<file path="config.mk">
export PLATFORM = sky130hd
export DESIGN_NAME = csr_clrimm_unit
export DESIGN_NICKNAME = d
export VERILOG_FILES = /design/src/rtl/csr_clr_pkg.sv /design/src/rtl/csr_clr_decode.sv /design/src/rtl/csr_clr_mask.sv /design/src/rtl/csr_clrimm_unit.sv
export SDC_FILE = /design/constraint.sdc
export NUM_CORES = 1
export LEC_CHECK = 0
export ABC_CLOCK_PERIOD_IN_PS = 4410
export BUFFER_PORTS_ARGS = -buffer_cell sky130_fd_sc_hd__buf_2
export CAP_MARGIN = 30
export CORE_UTILIZATION = 45
export DETAILED_ROUTE_END_ITERATION = 6
export PLACE_DENSITY = 0.7
export SETUP_SLACK_MARGIN = 0.1
export SLEW_MARGIN = 20
export SYNTH_ARGS = -nofsm -noshare
export SYNTH_HDL_FRONTEND = slang
export SYNTH_SLANG_ARGS = --single-unit
export TNS_END_PERCENT = 30
</file>
<file path="constraint.sdc">
create_clock -name clk -period 4.41 [get_ports clk]
set_input_delay 0.882 -clock clk [delete_from_list [all_inputs] [get_ports clk]]
set_output_delay 0.882 -clock clk [all_outputs]
set_load 0.05 [all_outputs]
</file>
<file path="src/rtl/csr_clr_pkg.sv">
package csr_clr_pkg;
    localparam int unsigned XW = 32;
    localparam int unsigned RW = 5;

    typedef struct packed {
        logic          done;
        logic          err;
        logic          wen;
        logic [RW-1:0] rd;
        logic [XW-1:0] rdata;
    } csr_rsp_t;
endpackage

</file>
<file path="src/rtl/csr_clr_decode.sv">
module csr_clr_decode #(
    parameter int unsigned        ADDR_W    = 12,
    parameter int unsigned        NUM_CSR   = 8,
    parameter logic [ADDR_W-1:0]  BASE_ADDR = 12'h300,
    parameter int unsigned        IDX_W     = 3
) (
    input  logic [ADDR_W-1:0]  addr,
    output logic               hit,
    output logic [IDX_W-1:0]   idx,
    output logic [NUM_CSR-1:0] sel
);
    // One comparator per implemented register.
    for (genvar g = 0; g < NUM_CSR; g++) begin : g_match
        assign sel[g] = (addr == ADDR_W'(int'(BASE_ADDR) + g));
    end

    assign hit = |sel;

    always_comb begin
        idx = '0;
        for (int i = 0; i < NUM_CSR; i++) begin
            if (sel[i]) idx = IDX_W'(i);
        end
    end
endmodule

</file>
<file path="src/rtl/csr_clr_mask.sv">
module csr_clr_mask #(
    parameter int unsigned IMM_W  = 5,
    parameter int unsigned DATA_W = 32
) (
    input  logic [IMM_W-1:0]  zimm,
    output logic [DATA_W-1:0] keep,
    output logic              nz
);
    // Bits to keep: inverse of the zero-extended immediate.
    assign keep = ~{{(DATA_W-IMM_W){1'b0}}, zimm};
    assign nz   = |zimm;
endmodule

</file>
<file path="src/rtl/csr_clrimm_unit.sv">
module csr_clrimm_unit #(
    parameter int unsigned                     ADDR_W    = 12,
    parameter int unsigned                     IMM_W     = 5,
    parameter int unsigned                     NUM_CSR   = 8,
    parameter logic [ADDR_W-1:0]               BASE_ADDR = 12'h300,
    parameter logic [NUM_CSR*csr_clr_pkg::XW-1:0] RST_VALS = '0
) (
    input  logic                       clk,
    input  logic                       rst,
    input  logic                       req_valid_i,
    input  logic [ADDR_W-1:0]          csr_addr_i,
    input  logic [IMM_W-1:0]           zimm_i,
    input  logic [csr_clr_pkg::RW-1:0] rd_i,
    output logic                       rsp_done_o,
    output logic                       rsp_err_o,
    output logic                       rsp_wen_o,
    output logic [csr_clr_pkg::RW-1:0] rsp_rd_o,
    output logic [csr_clr_pkg::XW-1:0] rsp_rdata_o
);
    import csr_clr_pkg::*;

    localparam int unsigned DATA_W = XW;
    localparam int unsigned IDX_W  = (NUM_CSR > 1) ? $clog2(NUM_CSR) : 1;

    typedef struct packed {
        logic [NUM_CSR-1:0][DATA_W-1:0] regs;
        csr_rsp_t                       rsp;
    } state_t;

    state_t st_d, st_q;

    logic               hit;
    logic [IDX_W-1:0]   idx;
    logic [NUM_CSR-1:0] sel;
    logic [DATA_W-1:0]  keep;
    logic               nz;

    csr_clr_decode #(
        .ADDR_W   (ADDR_W),
        .NUM_CSR  (NUM_CSR),
        .BASE_ADDR(BASE_ADDR),
        .IDX_W    (IDX_W)
    ) u_dec (
        .addr(csr_addr_i),
        .hit (hit),
        .idx (idx),
        .sel (sel)
    );

    csr_clr_mask #(
        .IMM_W (IMM_W),
        .DATA_W(DATA_W)
    ) u_mask (
        .zimm(zimm_i),
        .keep(keep),
        .nz  (nz)
    );

    always_comb begin
        st_d = st_q;
        st_d.rsp.done  = req_valid_i;
        st_d.rsp.err   = req_valid_i && !hit;
        st_d.rsp.wen   = req_valid_i && hit && (rd_i != '0);
        st_d.rsp.rd    = req_valid_i ? rd_i : '0;
        // Old value is taken from the registered bank, before any update.
        st_d.rsp.rdata = (req_valid_i && hit) ? st_q.regs[idx] : '0;
        for (int i = 0; i < NUM_CSR; i++) begin
            if (req_valid_i && sel[i] && nz) begin
                st_d.regs[i] = st_q.regs[i] & keep;
            end
        end
    end

    always_ff @(posedge clk) begin
        if (rst) begin
            st_q.regs <= RST_VALS;
            st_q.rsp  <= '0;
        end else begin
            st_q <= st_d;
        end
    end

    assign rsp_done_o  = st_q.rsp.done;
    assign rsp_err_o   = st_q.rsp.err;
    assign rsp_wen_o   = st_q.rsp.wen;
    assign rsp_rd_o    = st_q.rsp.rd;
    assign rsp_rdata_o = st_q.rsp.rdata;
endmodule

</file>
# Yosys cells after proc, flatten, opt, wreduce, memory -nomap -nowiden
# Index checks and enable logic that the tools add are counted.
# classes
eq_ne,8
n_mux,9
bitwise,11
order_cmp,1
n_reduce_logical,25
# op_table
op,n
$and 32x32->32,8
$bmux 32 s3,1
$eq 12x10->1 const B,8
$mux 32,1
$not 5->32,1
$logic_and 1x1->1,19
$mux 3,4
$reduce_or 8->1,1
$reduce_bool 5->1,1
$reduce_or 5->1,1
$lt 3x4->1 const B,1
$mux 2,2
$reduce_or 2->1,2
$not 1->1,2
$logic_not 1->1,1
$mux 1,1
# totals
output_inout_bits,40
reg_bits,296
input_bits,25
word_cells,67

# Depth between registers and ports, before layout
# logic_depth
ltp_word,10
ltp_mapped,6
ltp_nobuf,4

# Modules after synthesis
# A second synthesis with hierarchy kept.
# hier_totals
cells_unflattened,873
hier_area_um2,11661.2
# modules_own_cells
mod,n_inst,cells_each,area_each_um2,seq_area_each_um2
csr_clrimm_unit,1,814,11195.7,5925.7
csr_clr_mask,1,35,235.2,0.0
csr_clr_decode,1,24,230.2,0.0

# Worst setup path before layout
# No wires, ideal clock.
# synth_path
kind,input -> register
startpoint,input port csr_addr_i[7]
endpoint,register st_q[232] (netlist bit)
setup_time_ns,0.138
cell_stages,4
required_time_ns,4.272
path_buffers,1
arrival_time_ns,1.902
path_slack_ns,2.370
cell_sequence,or3_4 -> nor4_4 -> buf_6 -> a311oi_1
# synth_between
elab_chain_cells,3
# synth_lines
item,line,source
"start, declared",csr_clrimm_unit.sv:11,"input logic [ADDR_W-1:0] csr_addr_i,"
$eq 12x10->1,csr_clr_decode.sv:14,assign sel[g] = (addr == ADDR_W'(int'(BASE_ADDR) + g));
$logic_and 1x1->1 (2 in a row),csr_clrimm_unit.sv:68,if (req_valid_i && sel[i] && nz) begin
"end signal, assigned",csr_clrimm_unit.sv:79,st_q <= st_d;
"end, declared",csr_clrimm_unit.sv:30,"state_t st_d, st_q;"
# No other way between the ends.
# A chain may end at the register's enable or synchronous reset.

# Final worst setup path
# layout_path
startpoint,input port csr_addr_i[7]
endpoint,"register st_q, in the netlist rsp_rdata_o[3]"
# layout_between
elab_chain_cells,10
word_cells_on_any_way,21
cone_classes,eq/ne: 8; mux: 9; bitwise: 1; reduce/logical: 3
# layout_lines
item,line,source
$eq 12x10->1,csr_clr_decode.sv:14,
$mux 1,csr_clr_decode.sv:22,if (sel[i]) idx = IDX_W'(i);
$mux 2 (2 in a row),csr_clr_decode.sv:22,
$mux 3 (4 in a row),csr_clr_decode.sv:22,
$bmux 32 s3,csr_clrimm_unit.sv:66,st_d.rsp.rdata = (req_valid_i && hit) ? st_q.regs[idx] : '0;
$mux 32 (implied by the code),csr_clrimm_unit.sv:66,
# Several ways; a longest one is shown, not always the timed one. The select of a mux whose other input is x is not followed.

==> run metrics <==
first-pass GRT wire length 7.77 mm; die width 76.5 um; unrepaired setup endpoints after global routing no; flop2flop setup slack approximately 3300 ps; worst hold slack after final layout about 430 ps; maximum number of pins on one net before global-route repair 43; number of antenna violations at the first check in global routing 0; total length of routed wires 4.79 mm; Final Skew 6.57 ps; Clock Root Buffer sky130_fd_sc_hd__clkbuf_8; cell depth of the worst hold path 2; R2R Path End rsp_rdata_o[1]; startpoint of the tightest hold check path st_q[204]; worst min path class reg -> reg; basic-gate share of the synthesized area counting and, or, nand and nor cells 8.92%; I/O pin count 65; multi-input logic area 980 um2; crit path launch type input port; number of routed nets with antenna violations 0; final hold violation count 0; switching power 0.243 mW; total of endpoints with negative setup slack in the final report 0; vias after detailed routing 1,748; highest-count cells in the layout ignoring fill and taps sky130_fd_sc_hd__dfxtp_1 (53), sky130_fd_sc_hd__inv_1 (43), sky130_fd_sc_hd__a311oi_1 (40), sky130_fd_sc_hd__buf_2 (37), sky130_fd_sc_hd__conb_1 (27); remaining design rule violation count 0; final global-route overflow total 0; area share of fa/ha/maj cells after synthesis 0%; count of antenna diodes in the layout 0; endpoint of the worst hold path st_q[204]; Cell Area, Synth 0.00250 mm2; number of warnings printed during yosys synthesis 0; clock sink count between 50 and 60; setup TNS 0 ps; synthesized-area fraction occupied by ao, oa, aoi and oai cells between 15 and 20%; die outline area 0.00585 mm2; cell area power density 342 mW/mm2; worst setup path startpoint csr_addr_i[7]; Sw Ratio 27.4%; initial drt markers 90; Worst Tran Pin Value 765 ps; Worst-path clk slew about 90 ps; Vert. Die Dim 76.5 um; number of buffers added on ports 37; total core area 0.00524 mm2; number of buffers on the longest clock path 2; synthesized netlist cell count about 260; highest clock rate 484 MHz; launch instance of the worst register-to-register path st_q[105]; vias in the first global route 1,567; WL per Instance 14.1 um; number of flip-flops and latches in the synthesized netlist 53; latest clock arrival within the worst-skew pair ~300 ps; critical path data arrival time 2280 ps; area growth from synthesis to final layout 3.46%; Crit Path Max Fanout 42; worst voltage drop across the vdd grid 0.215 mV; Logic pwr share approximately an eighth; number of cells traversed by the worst register-to-register path 4; fin nets about 300; clock tree from TritonCTS yes; element type at the critical path end flip-flop; Initial Util 47.7%; Leakage 0.961 nW; post-DR vias/cell ~5.1; status complete, no violations; Util after Layout 49.3%; global-route usage over all layers 16.9%; number of cells upsized or downsized after cts 0; share of synthesized area occupied by flip-flops and latches 42.5%; count of maximum capacitance violations 0; portion of total power attributed to sequential cells 54.5%; Setup CP Type in -> reg; number of placement rows 26; total setup buffers inserted after CTS 0; post-synthesis cell type count 29; final weighted congestion in routability-driven placement 0.756; total of fill cells in the finished design slightly above 500; Pins Over Slew Limit 0; FF+latch area between 0.001 and 0.0015 mm2; synthesized-area fraction occupied by xor and xnor cells 0%; cell internal pwr 0.641 mW; hold buffer count at cts 0; worst-case headroom to the max-slew limit 49.0%; post-detail-place hpwl approximately 3.4 mm; H-tree depth 2; mean instance size in the synthesized netlist about 10 um2; main combinational cell family by area after synthesis buffers and inverters; most common cell after layout, fill and taps aside sky130_fd_sc_hd__dfxtp_1; share of layout cells above drive strength 1 between 20% and 30%; total CTS buffers 5; multiplexer share of the synthesized area 6.51%; post-layout total power 0.884 mW; final cycle utilization of the critical path 46.8%; worst path required time 4620 ps; Clock Power Share 32.8%; TritonRoute pass-1 iters 4; clock period minus final worst setup slack 2060 ps
[cell families after synthesis]
| family | Yosys count |
|---|---|
| other | 1 |
| multiplexers | 10 |
| AND/OR/NAND/NOR | 35 |
| AO/OA/AOI/OAI | 56 |
| buffers and inverters | 100 |
| flip-flops | 53 |
[worst max path at each step]
stage,slack [ps],endpoint
6_report,2350,rsp_rdata_o[3]
5_1_grt,2240,rsp_rdata_o[3]
4_1_cts,2330,rsp_rdata_o[3]
3_5_place_dp,2020,rsp_rdata_o[3]
3_3_place_gp,2070,rsp_rdata_o[3]
2_1_floorplan,2370,st_q[232]
[cell type report]
class / instances / area share, %
Clock buffer: 7 / 3.73
Clock inverter: 1 / 0.194
Inverter: 43 / 6.25
Multi-Input combinational cell: 128 / 37.9
Sequential cell: 53 / 41.1
Tap cell: 70 / 3.39
Timing Repair Buffer: 38 / 7.46
[registers in the layout, summed over array words and instances, names as in the netlist]
| register | cells |
|---|---|
| rsp_rd_o | 5 |
| rsp_wen_o | 1 |
| rsp_rdata_o | 5 |
| rsp_err_o | 1 |
| st_q | 40 |
| rsp_done_o | 1 |
[per-stage QoR]
stage | worst slack (ps) | instance area (um2) | instances
after floorplan | 2370 | 2590 | 281
after global placement | 2070 | 2480 | 332
after detailed placement | 2020 | 2480 | 332
after CTS | 2330 | 2580 | 340
after global routing | 2240 | 2580 | 340
final | 2350 | 2580 | 340
[critical path, cell delays in order]
cell and delay [ps]:
sky130_fd_sc_hd__buf_2 100, sky130_fd_sc_hd__or3_4 390, sky130_fd_sc_hd__nor4_4 120, sky130_fd_sc_hd__buf_4 420
sky130_fd_sc_hd__nand2_4 140, sky130_fd_sc_hd__a221oi_2 220
[layer usage]
metal | vias up | wire (um) | global-route usage, % | part of all wire [%]
met3 | 5 | 394 | 5.15 | 8.2
met4 | 0 | 38 | 4.62 | 0.79
met2 | 78 | 2090 | 25.7 | 44
li1 | 852 | - | - | -
met1 | 813 | 2260 | 23.2 | 47
met5 | - | 0 | 0 | 0
[power by group through the flow]
stage,clock network (mW),registers (mW),logic (mW)
global route,0.322,0.482,0.119
floorplan,0,0.496,0.111
finish,0.290,0.481,0.113
global placement,0,0.493,0.111
CTS,0.302,0.482,0.112
detailed placement,0,0.493,0.112
[synth_stat cells (all sizes together)]
master | n | share of area [%]
dfxtp | 53 | 42
o211ai | 2 | 0.60
conb | 1 | 0.15
a22oi | 2 | 0.60
nor2b | 5 | 1.3
a311oi | 40 | 14
inv | 43 | 6.5
nand2 | 3 | 0.75
and2b | 1 | 0.35
mux4 | 5 | 4.5
nor4 | 1 | 0.85
and2 | 5 | 1.3
buf | 50 | 15
nor4b | 1 | 0.35
nor2 | 9 | 1.4
or3 | 1 | 0.45
a221oi | 3 | 1.8
a21oi | 3 | 0.60
clkbuf | 7 | 1.1
a211oi | 3 | 0.90
nand4bb | 1 | 0.45
nand2b | 5 | 1.3
a221o | 3 | 1.2
mux2i | 5 | 2.0
nor3 | 3 | 0.60
(Power assumes the default switching activity.)
